===== src/rtl/wrr_pkg.sv =====
`timescale 1ns/1ps
package wrr_pkg;

    // Where the grant of an accepted request comes from
    typedef enum logic [1:0] {
        SRC_NONE     = 2'd0,
        SRC_CURRENT  = 2'd1,
        SRC_FALLBACK = 2'd2
    } gnt_src_e;

    localparam int WT_FLOOR = 1;

    function automatic int id_width(input int n);
        return (n > 1) ? $clog2(n) : 1;
    endfunction

endpackage


===== src/rtl/wrr_scan.sv =====
`timescale 1ns/1ps
// Finds the first set bit strictly after 'start', wrapping; 'start' is tested last.
module wrr_scan #(
    parameter int N    = 8,
    parameter int ID_W = 3
) (
    input  logic [N-1:0]    vec,
    input  logic [ID_W-1:0] start,
    output logic            found,
    output logic [ID_W-1:0] idx
);
    always_comb begin
        found = 1'b0;
        idx   = start;
        // Descending so the nearest offset is written last and wins
        for (int k = N; k >= 1; k--) begin
            int p;
            p = int'(start) + k;
            if (p >= N) p = p - N;
            if (vec[p]) begin
                found = 1'b1;
                idx   = ID_W'(p);
            end
        end
    end
endmodule


===== src/rtl/wrr_weight_mux.sv =====
`timescale 1ns/1ps
module wrr_weight_mux
    import wrr_pkg::*;
#(
    parameter int N    = 8,
    parameter int WT_W = 8,
    parameter int ID_W = 3
) (
    input  logic [N*WT_W-1:0] weights,
    input  logic [ID_W-1:0]   sel,
    output logic [WT_W-1:0]   wt_eff
);
    logic [WT_W-1:0] raw;

    always_comb begin
        raw    = weights[int'(sel)*WT_W +: WT_W];
        wt_eff = (raw == '0) ? WT_W'(WT_FLOOR) : raw;
    end
endmodule


===== src/rtl/wrr_target_sel.sv =====
`timescale 1ns/1ps
module wrr_target_sel
    import wrr_pkg::*;
#(
    parameter int N_TGT = 8,
    parameter int WT_W  = 8,
    localparam int ID_W = id_width(N_TGT)
) (
    input  logic                  clk,
    input  logic                  rst,
    input  logic [N_TGT-1:0]      elig_mask,
    input  logic [N_TGT*WT_W-1:0] weights,
    input  logic [N_TGT-1:0]      unavail,
    input  logic                  req,
    output logic                  req_rdy,
    output logic                  gnt_vld,
    output logic [ID_W-1:0]       gnt_id,
    output logic                  err
);
    localparam logic [ID_W-1:0] TOP_IDX = ID_W'(N_TGT - 1);

    // Registered selection state
    logic [ID_W-1:0]  ptr_q;
    logic [WT_W-1:0]  cred_q;
    logic [N_TGT-1:0] mask_q;
    logic             first_q;

    logic             restart;
    logic             lo_found, nxt_found, fb_found;
    logic [ID_W-1:0]  lo_idx, nxt_idx, fb_idx;
    logic [WT_W-1:0]  lo_wt, nxt_wt;
    logic [ID_W-1:0]  cur_ptr, ptr_d, gnt_id_d;
    logic [WT_W-1:0]  cur_cred, cred_d;
    logic [N_TGT-1:0] avail;
    logic             accept;
    gnt_src_e         src;

    assign restart = first_q | (elig_mask != mask_q);
    assign avail   = elig_mask & ~unavail;

    // Lowest set mask bit: scan starting after the top index
    wrr_scan #(.N(N_TGT), .ID_W(ID_W)) u_scan_lo (
        .vec(elig_mask), .start(TOP_IDX), .found(lo_found), .idx(lo_idx)
    );
    wrr_weight_mux #(.N(N_TGT), .WT_W(WT_W), .ID_W(ID_W)) u_wt_lo (
        .weights(weights), .sel(lo_idx), .wt_eff(lo_wt)
    );

    assign cur_ptr  = restart ? lo_idx : ptr_q;
    assign cur_cred = restart ? lo_wt  : cred_q;

    // Next eligible target once the credit runs out
    wrr_scan #(.N(N_TGT), .ID_W(ID_W)) u_scan_nxt (
        .vec(elig_mask), .start(cur_ptr), .found(nxt_found), .idx(nxt_idx)
    );
    wrr_weight_mux #(.N(N_TGT), .WT_W(WT_W), .ID_W(ID_W)) u_wt_nxt (
        .weights(weights), .sel(nxt_idx), .wt_eff(nxt_wt)
    );

    // Fallback target when the current one is unavailable
    wrr_scan #(.N(N_TGT), .ID_W(ID_W)) u_scan_fb (
        .vec(avail), .start(cur_ptr), .found(fb_found), .idx(fb_idx)
    );

    assign err     = ~lo_found;
    assign req_rdy = |avail;
    assign accept  = req & req_rdy;

    always_comb begin
        if (!accept)             src = SRC_NONE;
        else if (avail[cur_ptr]) src = SRC_CURRENT;
        else                     src = SRC_FALLBACK;
    end

    always_comb begin
        ptr_d    = cur_ptr;
        cred_d   = cur_cred;
        gnt_id_d = cur_ptr;
        case (src)
            SRC_CURRENT: begin
                if (cur_cred <= WT_W'(1)) begin
                    ptr_d  = nxt_idx;
                    cred_d = nxt_wt;
                end else begin
                    cred_d = cur_cred - WT_W'(1);
                end
            end
            SRC_FALLBACK: gnt_id_d = fb_idx;
            default: ;
        endcase
    end

    always_ff @(posedge clk) begin
        if (rst) begin
            ptr_q   <= '0;
            cred_q  <= WT_W'(WT_FLOOR);
            mask_q  <= '0;
            first_q <= 1'b1;
            gnt_vld <= 1'b0;
            gnt_id  <= '0;
        end else begin
            ptr_q   <= ptr_d;
            cred_q  <= cred_d;
            mask_q  <= elig_mask;
            first_q <= 1'b0;
            gnt_vld <= accept;
            gnt_id  <= gnt_id_d;
        end
    end

    AST_GNT_IN_MASK: assert property (@(posedge clk) disable iff (rst)
        gnt_vld |-> mask_q[gnt_id]);
    AST_ACCEPT_GRANTS: assert property (@(posedge clk) disable iff (rst)
        (req && req_rdy) |=> gnt_vld);
    AST_NO_SPURIOUS: assert property (@(posedge clk) disable iff (rst)
        !(req && req_rdy) |=> !gnt_vld);
    AST_EMPTY_BLOCKS: assert property (@(posedge clk) disable iff (rst)
        err |-> !req_rdy);
    AST_CREDIT_LIVE: assert property (@(posedge clk) disable iff (rst)
        !first_q |-> (cred_q != '0));
    AST_NEXT_EXISTS: assert property (@(posedge clk) disable iff (rst)
        !err |-> nxt_found);
    AST_FALLBACK_FOUND: assert property (@(posedge clk) disable iff (rst)
        (src == SRC_FALLBACK) |-> fb_found);

endmodule


===== config.mk =====
export PLATFORM = sky130hd
export DESIGN_NAME = wrr_target_sel
export DESIGN_NICKNAME = d
export VERILOG_FILES = /design/src/rtl/wrr_pkg.sv /design/src/rtl/wrr_scan.sv /design/src/rtl/wrr_weight_mux.sv /design/src/rtl/wrr_target_sel.sv
export SDC_FILE = /design/constraint.sdc
export NUM_CORES = 1
export LEC_CHECK = 0
export ABC_AREA = 1
export BUFFER_PORTS_ARGS = -buffer_cell sky130_fd_sc_hd__buf_2
export CORE_UTILIZATION = 55
export DETAILED_ROUTE_END_ITERATION = 8
export PLACE_DENSITY = 0.87
export SLEW_MARGIN = 20
export SYNTH_ARGS = -nofsm -noshare
export SYNTH_HDL_FRONTEND = slang
export SYNTH_SLANG_ARGS = --single-unit

===== constraint.sdc =====
create_clock -name clk -period 5.05 [get_ports clk]
set_clock_uncertainty 0.15 [all_clocks]
set_input_delay 1.01 -clock clk [delete_from_list [all_inputs] [get_ports clk]]
set_output_delay 1.01 -clock clk [all_outputs]
set_load 0.01 [all_outputs]

# Word level (Yosys, flattened, before mapping)
# Cells that the tools add are included.
[totals] reg_bits=24 inputBits=83 out_inout_bits=6 word_cells=155
[classes] n_addsub=17 n_lt_le_gt_ge=18 eq_ne=3 shift=2 n_mux=101 bitwise_logic=5 reduce_logical=3
[ops] cell="32-bit by 5-bit greater-or-equal comparator with 1-bit output, second input constant" count=8
[ops] cell="32-bit by 5-bit < comparator with 1-bit output, second input constant" count=8
[ops] cell="32-bit 2-to-1 mux" count=8
[ops] cell="32-bit by 5-bit subtractor with 32-bit output, second input constant" count=8
[ops] cell="64-bit by 7-bit variable part select with 8-bit output" count=2
[ops] cell="3-bit 2-to-1 mux" count=24
[ops] cell="1-bit binary-select mux with 3-bit select" count=17
[ops] cell="1-bit 2-to-1 mux" count=43
[ops] cell="8-bit 2-to-1 mux" count=5
[ops] cell="3-bit by 3-bit adder with 4-bit output, second input constant" count=4
[ops] cell="8-bit logical NOT" count=2
[ops] cell="3-bit by 2-bit adder with 4-bit output, second input constant" count=2
[ops] cell="8-bit AND" count=1
[ops] cell="8-bit by 1-bit <= comparator with 1-bit output, second input constant" count=1
[ops] cell="2-bit 2-to-1 mux" count=4
[ops] cell="8-bit != test" count=1
[ops] cell="8-bit inverter" count=1
[ops] cell="8-bit OR reduction" count=1
[ops] cell="8-bit by 1-bit subtractor with 8-bit output, second input constant" count=1
[ops] cell="3-bit by 4-bit adder with 5-bit output, second input constant" count=1
[ops] cell="3-bit by 1-bit adder with 4-bit output, second input constant" count=1
[ops] cell="3-bit by 4-bit < comparator with 1-bit output, second input constant" count=1
[ops] cell="2-bit by 1-bit == test with 1-bit output, second input constant" count=1
[ops] cell="2-bit == test, second input constant" count=1
[ops] cell="other kinds (3)" count=3

# Logic depth before layout (Yosys ltp)
[depth] depth_word=27 depth_mapped=36 depth_no_buf=34

# Modules after synthesis
# Synthesis repeated with hierarchy kept, for this count alone.
[unflattened] hier_cells=1012 area_unflattened_um2=5165.0
[modules_own_cells] mod="wrr_scan" n_inst=3 cells_each=121 area_per_inst_um2=614.3 seq_area_each_um2=0.0
[modules_own_cells] mod="wrr_target_sel" n_inst=1 cells_each=275 area_per_inst_um2=1677.9 seq_area_each_um2=480.5
[modules_own_cells] mod="wrr_weight_mux" n_inst=2 cells_each=187 area_per_inst_um2=822.0 seq_area_each_um2=0.0

# Worst setup path before layout
# OpenSTA, ideal clock, no wires.
[synth_timing] path_kind="input-to-reg" from="input elig_mask[6]" to="register cred_q[0]" setup_time_ns=0.058 arrival_time_ns=4.255 t_required_ns=4.842 setup_slack_ns=0.587 stages=32 path_buffers=3 cell_sequence="inv_2 -> nand2_1 -> nand2_1 -> nand3_1 -> nor2_4 -> nand3_1 -> nand2_1 -> clkbuf_1 -> ha_1 -> inv_1 -> buf_1 -> nand3_1 -> nand2_1 -> nor2_1 -> nor2_1 -> inv_1 -> nor2_1 -> nand2_1 -> nand2_2 -> nand2_1 -> nand2_2 -> buf_2 -> nand3_1 -> nand3_1 -> nand2_1 -> inv_1 -> nand2_1 -> nor2_1 -> nand2_1 -> nand2_1 -> nand2_1 -> nand2_1"
[synth_via] elab_chain_cells=27 elab_cells_between_ends=93 cone_classes="add/sub: 17; order compare: 9; eq/ne: 2; shift: 2; mux: 57; bitwise: 3; reduce/logical: 3"
[synth_lines] item="from (decl)" line="wrr_target_sel.sv:11" text="input logic [N_TGT-1:0] elig_mask,"
[synth_lines] item="1-bit 2-to-1 mux" line="wrr_scan.sv:20" text="if (vec[p]) begin"
[synth_lines] item="2-bit 2-to-1 mux (2 in a row)" line="wrr_scan.sv:20"
[synth_lines] item="3-bit 2-to-1 mux (4 in a row)" line="wrr_scan.sv:20"
[synth_lines] item="3-bit 2-to-1 mux" line="wrr_target_sel.sv:49" text="assign cur_ptr = restart ? lo_idx : ptr_q;"
[synth_lines] item="3-bit by 4-bit adder with 5-bit output" line="wrr_scan.sv:18" text="p = int'(start) + k;"
[synth_lines] item="32-bit by 5-bit subtractor with 32-bit output / 32-bit by 5-bit greater-or-equal comparator with 1-bit output (equally long branches)" line="wrr_scan.sv:19" text="if (p >= N) p = p - N;"
[synth_lines] item="32-bit 2-to-1 mux" line="wrr_scan.sv:19"
[synth_lines] item="1-bit binary-select mux with 3-bit select" line="wrr_scan.sv:20"
[synth_lines] item="1-bit 2-to-1 mux (not written as such) (2 in a row)" line="wrr_scan.sv:20"
[synth_lines] item="3-bit 2-to-1 mux (8 in a row)" line="wrr_scan.sv:20"
[synth_lines] item="64-bit by 7-bit variable part select with 8-bit output" line="wrr_weight_mux.sv:16" text="raw = weights[int'(sel)*WT_W +: WT_W];"
[synth_lines] item="8-bit logical NOT" line="wrr_weight_mux.sv:17" text="wt_eff = (raw == '0) ? WT_W'(WT_FLOOR) : raw;"
[synth_lines] item="8-bit 2-to-1 mux" line="wrr_weight_mux.sv:17"
[synth_lines] item="8-bit 2-to-1 mux" line="wrr_target_sel.sv:81" text="if (cur_cred <= WT_W'(1)) begin"
[synth_lines] item="8-bit 2-to-1 mux *" line="wrr_target_sel.sv:79" text="case (src)"
[synth_lines] item="to (signal assigned)" line="wrr_target_sel.sv:96" text="cred_q <= WT_W'(WT_FLOOR);"
[synth_lines] item="to (signal assigned)" line="wrr_target_sel.sv:103" text="cred_q <= cred_d;"
[synth_lines] item="to (decl)" line="wrr_target_sel.sv:24" text="logic [WT_W-1:0] cred_q;"
# Every way passes the cells marked *; elsewhere a longest branch is shown, timed or not. The select of a mux whose other input is x is not followed.
# A chain may end at the register's enable or synchronous reset.

# Worst setup path in the final report
[layout_timing] from="input elig_mask[4]" to="register cred_q[6]"
[layout_via] elab_chain_cells=25 elab_cells_between_ends=91 cone_classes="add/sub: 17; order compare: 9; eq/ne: 2; shift: 2; mux: 55; bitwise: 3; reduce/logical: 3"
[layout_lines] item="2-bit 2-to-1 mux" line="wrr_scan.sv:20"
[layout_lines] item="3-bit 2-to-1 mux (4 in a row)" line="wrr_scan.sv:20"
[layout_lines] item="3-bit 2-to-1 mux" line="wrr_target_sel.sv:49"
[layout_lines] item="3-bit by 4-bit adder with 5-bit output" line="wrr_scan.sv:18"
[layout_lines] item="32-bit by 5-bit subtractor with 32-bit output / 32-bit by 5-bit greater-or-equal comparator with 1-bit output (equally long branches)" line="wrr_scan.sv:19"
[layout_lines] item="32-bit 2-to-1 mux" line="wrr_scan.sv:19"
[layout_lines] item="1-bit binary-select mux with 3-bit select" line="wrr_scan.sv:20"
[layout_lines] item="1-bit 2-to-1 mux (not written as such) (2 in a row)" line="wrr_scan.sv:20"
[layout_lines] item="3-bit 2-to-1 mux (8 in a row)" line="wrr_scan.sv:20"
[layout_lines] item="64-bit by 7-bit variable part select with 8-bit output" line="wrr_weight_mux.sv:16"
[layout_lines] item="8-bit logical NOT" line="wrr_weight_mux.sv:17"
[layout_lines] item="8-bit 2-to-1 mux" line="wrr_weight_mux.sv:17"
[layout_lines] item="8-bit 2-to-1 mux" line="wrr_target_sel.sv:81"
[layout_lines] item="8-bit 2-to-1 mux *" line="wrr_target_sel.sv:79"
# Marks and branches as above.

==> metrics <==
core area 6495 um2; Clock Sinks 24; Final Hold Fails 0; Syn Area/Cell 5.160 um2; Initial DRT Pass Iterations 8; WHS 0.5634 ns; Reg2Reg Launch Point mask_q[7]; Antenna Cells 0; Tightest Pin Transition 0.5118 ns; worst path required time 5.08 ns; initial antenna violation count 0; setup_tns 0 ns; Worst R2R Path Depth 32; HPWL Detailed 10290 um; vias in the first global route 4941; CP Data Arrival Time 4.73 ns; Synthesized Nets 818; TritonCTS clock tree done; Crit-path slowest cell o21ai_0; RD Place Congestion 1.007; row count 29; Post-Layout Cell Count 887; sequential element share of the synthesized area 0.1272; period utilization 0.9317; Most used DFF post-synth dfxtp_1; most used cell, CP nand2_1; clk slew on worst S/H paths 0.10 ns; post-route DRC violation count 5; I/O Buffers 88; P_leak 2.310 nW; RSZ-0062 raised after global routing false; Nets 898; Crit Reg-Reg Endpoint cred_q[0]; Setup-failing EPs final 0; layout cell share with drive strength beyond 1 0.1815; setup ws final 0.3451 ns; Worst Hold Endpoint cred_q[4]; Worst R2R Setup Slack 1.04 ns; Ys Warns 0; placed instance area 4312 um2; Post-Route WL 13210 um; register bit total from synthesis 24; DIE AREA 7204 um2; crit path cell chain buf_2 > inv_2 > o21ai_0 > nand2_1 > nand2_1 > a21oi_1 > buf_4 > nand2_1 > nand3_1 > nand2_1 > o21ai_0 > nor2_1 > nand4_1 > nand2_1 > o21ai_0 > ha_1 > nor2_1 > nor3_2 > inv_1 > nor2_1 > inv_1 > o221ai_1 > inv_1; Layout area overhead 15.47%; crit path time final 4.705 ns; async set-reset flop share out of synthesis 0; Max-Cap Viols 0; DR iter-0 viols 451; Max stage delay on crit path 0.41 ns; Finished Cell Area 4362 um2; Mapped Cells 732; hold path cells 4; crit path capture type register; GRT busiest layer met2; dpl ws 0.1742 ns; gr usage total 0.3744; Initial Util 0.5816; CTS Buf Count 3; Unique masters post-synth 38; Max Slew Vio Count 0; # fillers 648; Clock Latency Late Sink 0.27 ns; largest net degree at the start of global routing 43; Clock Path Buffers 2; met3 Usage GRT 0.04475; via count 5284; CP max FO 23; worst hold start cred_q[4]; antenna-violating nets left 0; Slew headroom 0.6552; I/O pins 89; Hold Crit Class reg2reg; Die Width 84.88 um; power density over the cells 223.1 nW/um2; Die Y-Extent 84.88 um; global route overflow 0; failing checks DRC; H-tree depth 1; CP Launch Type primary input; status finished, violations left; global-route wire length before repair 22070 um; f_max 212.5 MHz; wire length per cell 14.89 um; Post-synth EDFFs 0; CTS root buffer clkbuf_8; GR Layer Usage met1 0.4332; vias per inst 5.957; placed insts 884; Mapped Area 3777 um2; VDD IR max 0.1255 mV; met2 Usage GRT 0.6534; Crit Path Class in2reg
area by class of cell:
type | instances | area [um2] | share of cell area
Inverter | 76 | 285.3 | 0.06540
Sequential cell | 24 | 480.5 | 0.1102
Multi-Input combinational cell | 600 | 2863 | 0.6563
Tap cell | 77 | 96.34 | 0.02209
Clock buffer | 3 | 41.29 | 0.009466
Timing Repair Buffer | 107 | 595.6 | 0.1365
cell families after synthesis:
logic type               after synthesis  synth area share
AO/OA/AOI/OAI                        138            0.2040
XOR/XNOR                               5           0.01159
adder cells (fa/ha/maj)                3          0.009938
buffers and inverters                108            0.1186
flip-flops                            24            0.1272
multiplexers                           2          0.005300
AND/OR/NAND/NOR                      452            0.5234
cell usage after synthesis (all sizes together), types with 2 or more instances:
| master | instances | share of area |
|---|---|---|
| a21oi | 32 | 0.045 |
| o21ai | 74 | 0.098 |
| o211ai | 8 | 0.016 |
| a21boi | 3 | 0.0060 |
| o21a | 3 | 0.0060 |
| nor4 | 2 | 0.0033 |
| buf | 21 | 0.032 |
| nor2 | 69 | 0.073 |
| mux2i | 2 | 0.0053 |
| ha | 3 | 0.0099 |
| o22ai | 6 | 0.0099 |
| clkbuf | 11 | 0.011 |
| dfxtp | 24 | 0.13 |
| xor2 | 4 | 0.0093 |
| inv | 76 | 0.076 |
| nor3 | 7 | 0.011 |
| nand3b | 2 | 0.0040 |
| nand2 | 218 | 0.22 |
| a31oi | 6 | 0.0099 |
| o221ai | 3 | 0.0070 |
| or2 | 8 | 0.013 |
| nand3 | 145 | 0.20 |
report_power, final:
part | switching (W) | internal (W)
logic | 0.000422 | 0.000218
registers | 0.00000497 | 0.000204
clock network | 0.0000697 | 0.0000536
sequential cells by signal (all words and copies together), names as in the netlist:
register / cells
ptr_q: 3
cred_q: 8
mask_q: 8
gnt_id: 3
first_q: 1
gnt_vld: 1
placed cells by master, fill, tap and decap left out:
| master | count |
|---|---|
| xor2_1 | 4 |
| buf_12 | 1 |
| a21oi_1 | 31 |
| o22ai_1 | 6 |
| o211ai_1 | 8 |
| a21oi_4 | 1 |
| nand4_1 | 1 |
| a31oi_1 | 6 |
| o221ai_1 | 3 |
| buf_4 | 18 |
| o31ai_1 | 1 |
| nand2_2 | 5 |
| ha_1 | 3 |
| nor4_1 | 2 |
| clkbuf_8 | 3 |
| xnor2_1 | 1 |
| dfxtp_1 | 24 |
| o21ai_0 | 70 |
| nand3_1 | 142 |
| nor2_1 | 67 |
| o21ai_1 | 4 |
| nor3_1 | 5 |
| nand2_8 | 1 |
| a21boi_1 | 2 |
| a21boi_0 | 1 |
| nand3_2 | 3 |
| nand2_1 | 212 |
| nor2_4 | 2 |
| mux2i_1 | 2 |
| a22oi_1 | 1 |
| inv_2 | 15 |
| nand3b_1 | 2 |
| o21a_1 | 3 |
| or2_2 | 8 |
| inv_1 | 61 |
| nor3_2 | 2 |
| buf_2 | 88 |
| o21bai_1 | 1 |
worst max-delay path by stage:
stage	depth (start not counted)	end	from
after global routing	24	cred_q[6]	elig_mask[4]
after global placement	23	cred_q[6]	elig_mask[4]
after CTS	23	cred_q[6]	elig_mask[4]
final	23	cred_q[6]	elig_mask[4]
after detailed placement	23	cred_q[6]	elig_mask[4]
after floorplan	32	cred_q[0]	elig_mask[6]
worst max-delay path, delay by kind of cell:
family	cells	cell delay (ns)
AO/OA/AOI/OAI	5	1.11
buffers and inverters	6	1.04
adder cells (fa/ha/maj)	1	0.28
AND/OR/NAND/NOR	11	1.28
metrics by stage:
stage | power [W] | util
finish | 0.0009731 | 0.6715
global route | 0.001056 | 0.6715
CTS | 0.0009569 | 0.6702
detailed placement | 0.0008368 | 0.6638
global placement | 0.0008239 | 0.6638
floorplan | 0.0006752 | -
metal layers:
layer / vias to the layer above / part of all wire
met5: - / 0
met4: 0 / 0.055
met3: 62 / 0.085
met2: 314 / 0.47
met1: 2323 / 0.39
li1: 2585 / -
what timing repair did:
item / CTS / global route
gates resized for setup: 0 / 1
hold buffers: 0 / 0
setup endpoints to repair: 0 / 1
setup buffers: 0 / 0
No activity file was read; power rests on OpenSTA's default activity.
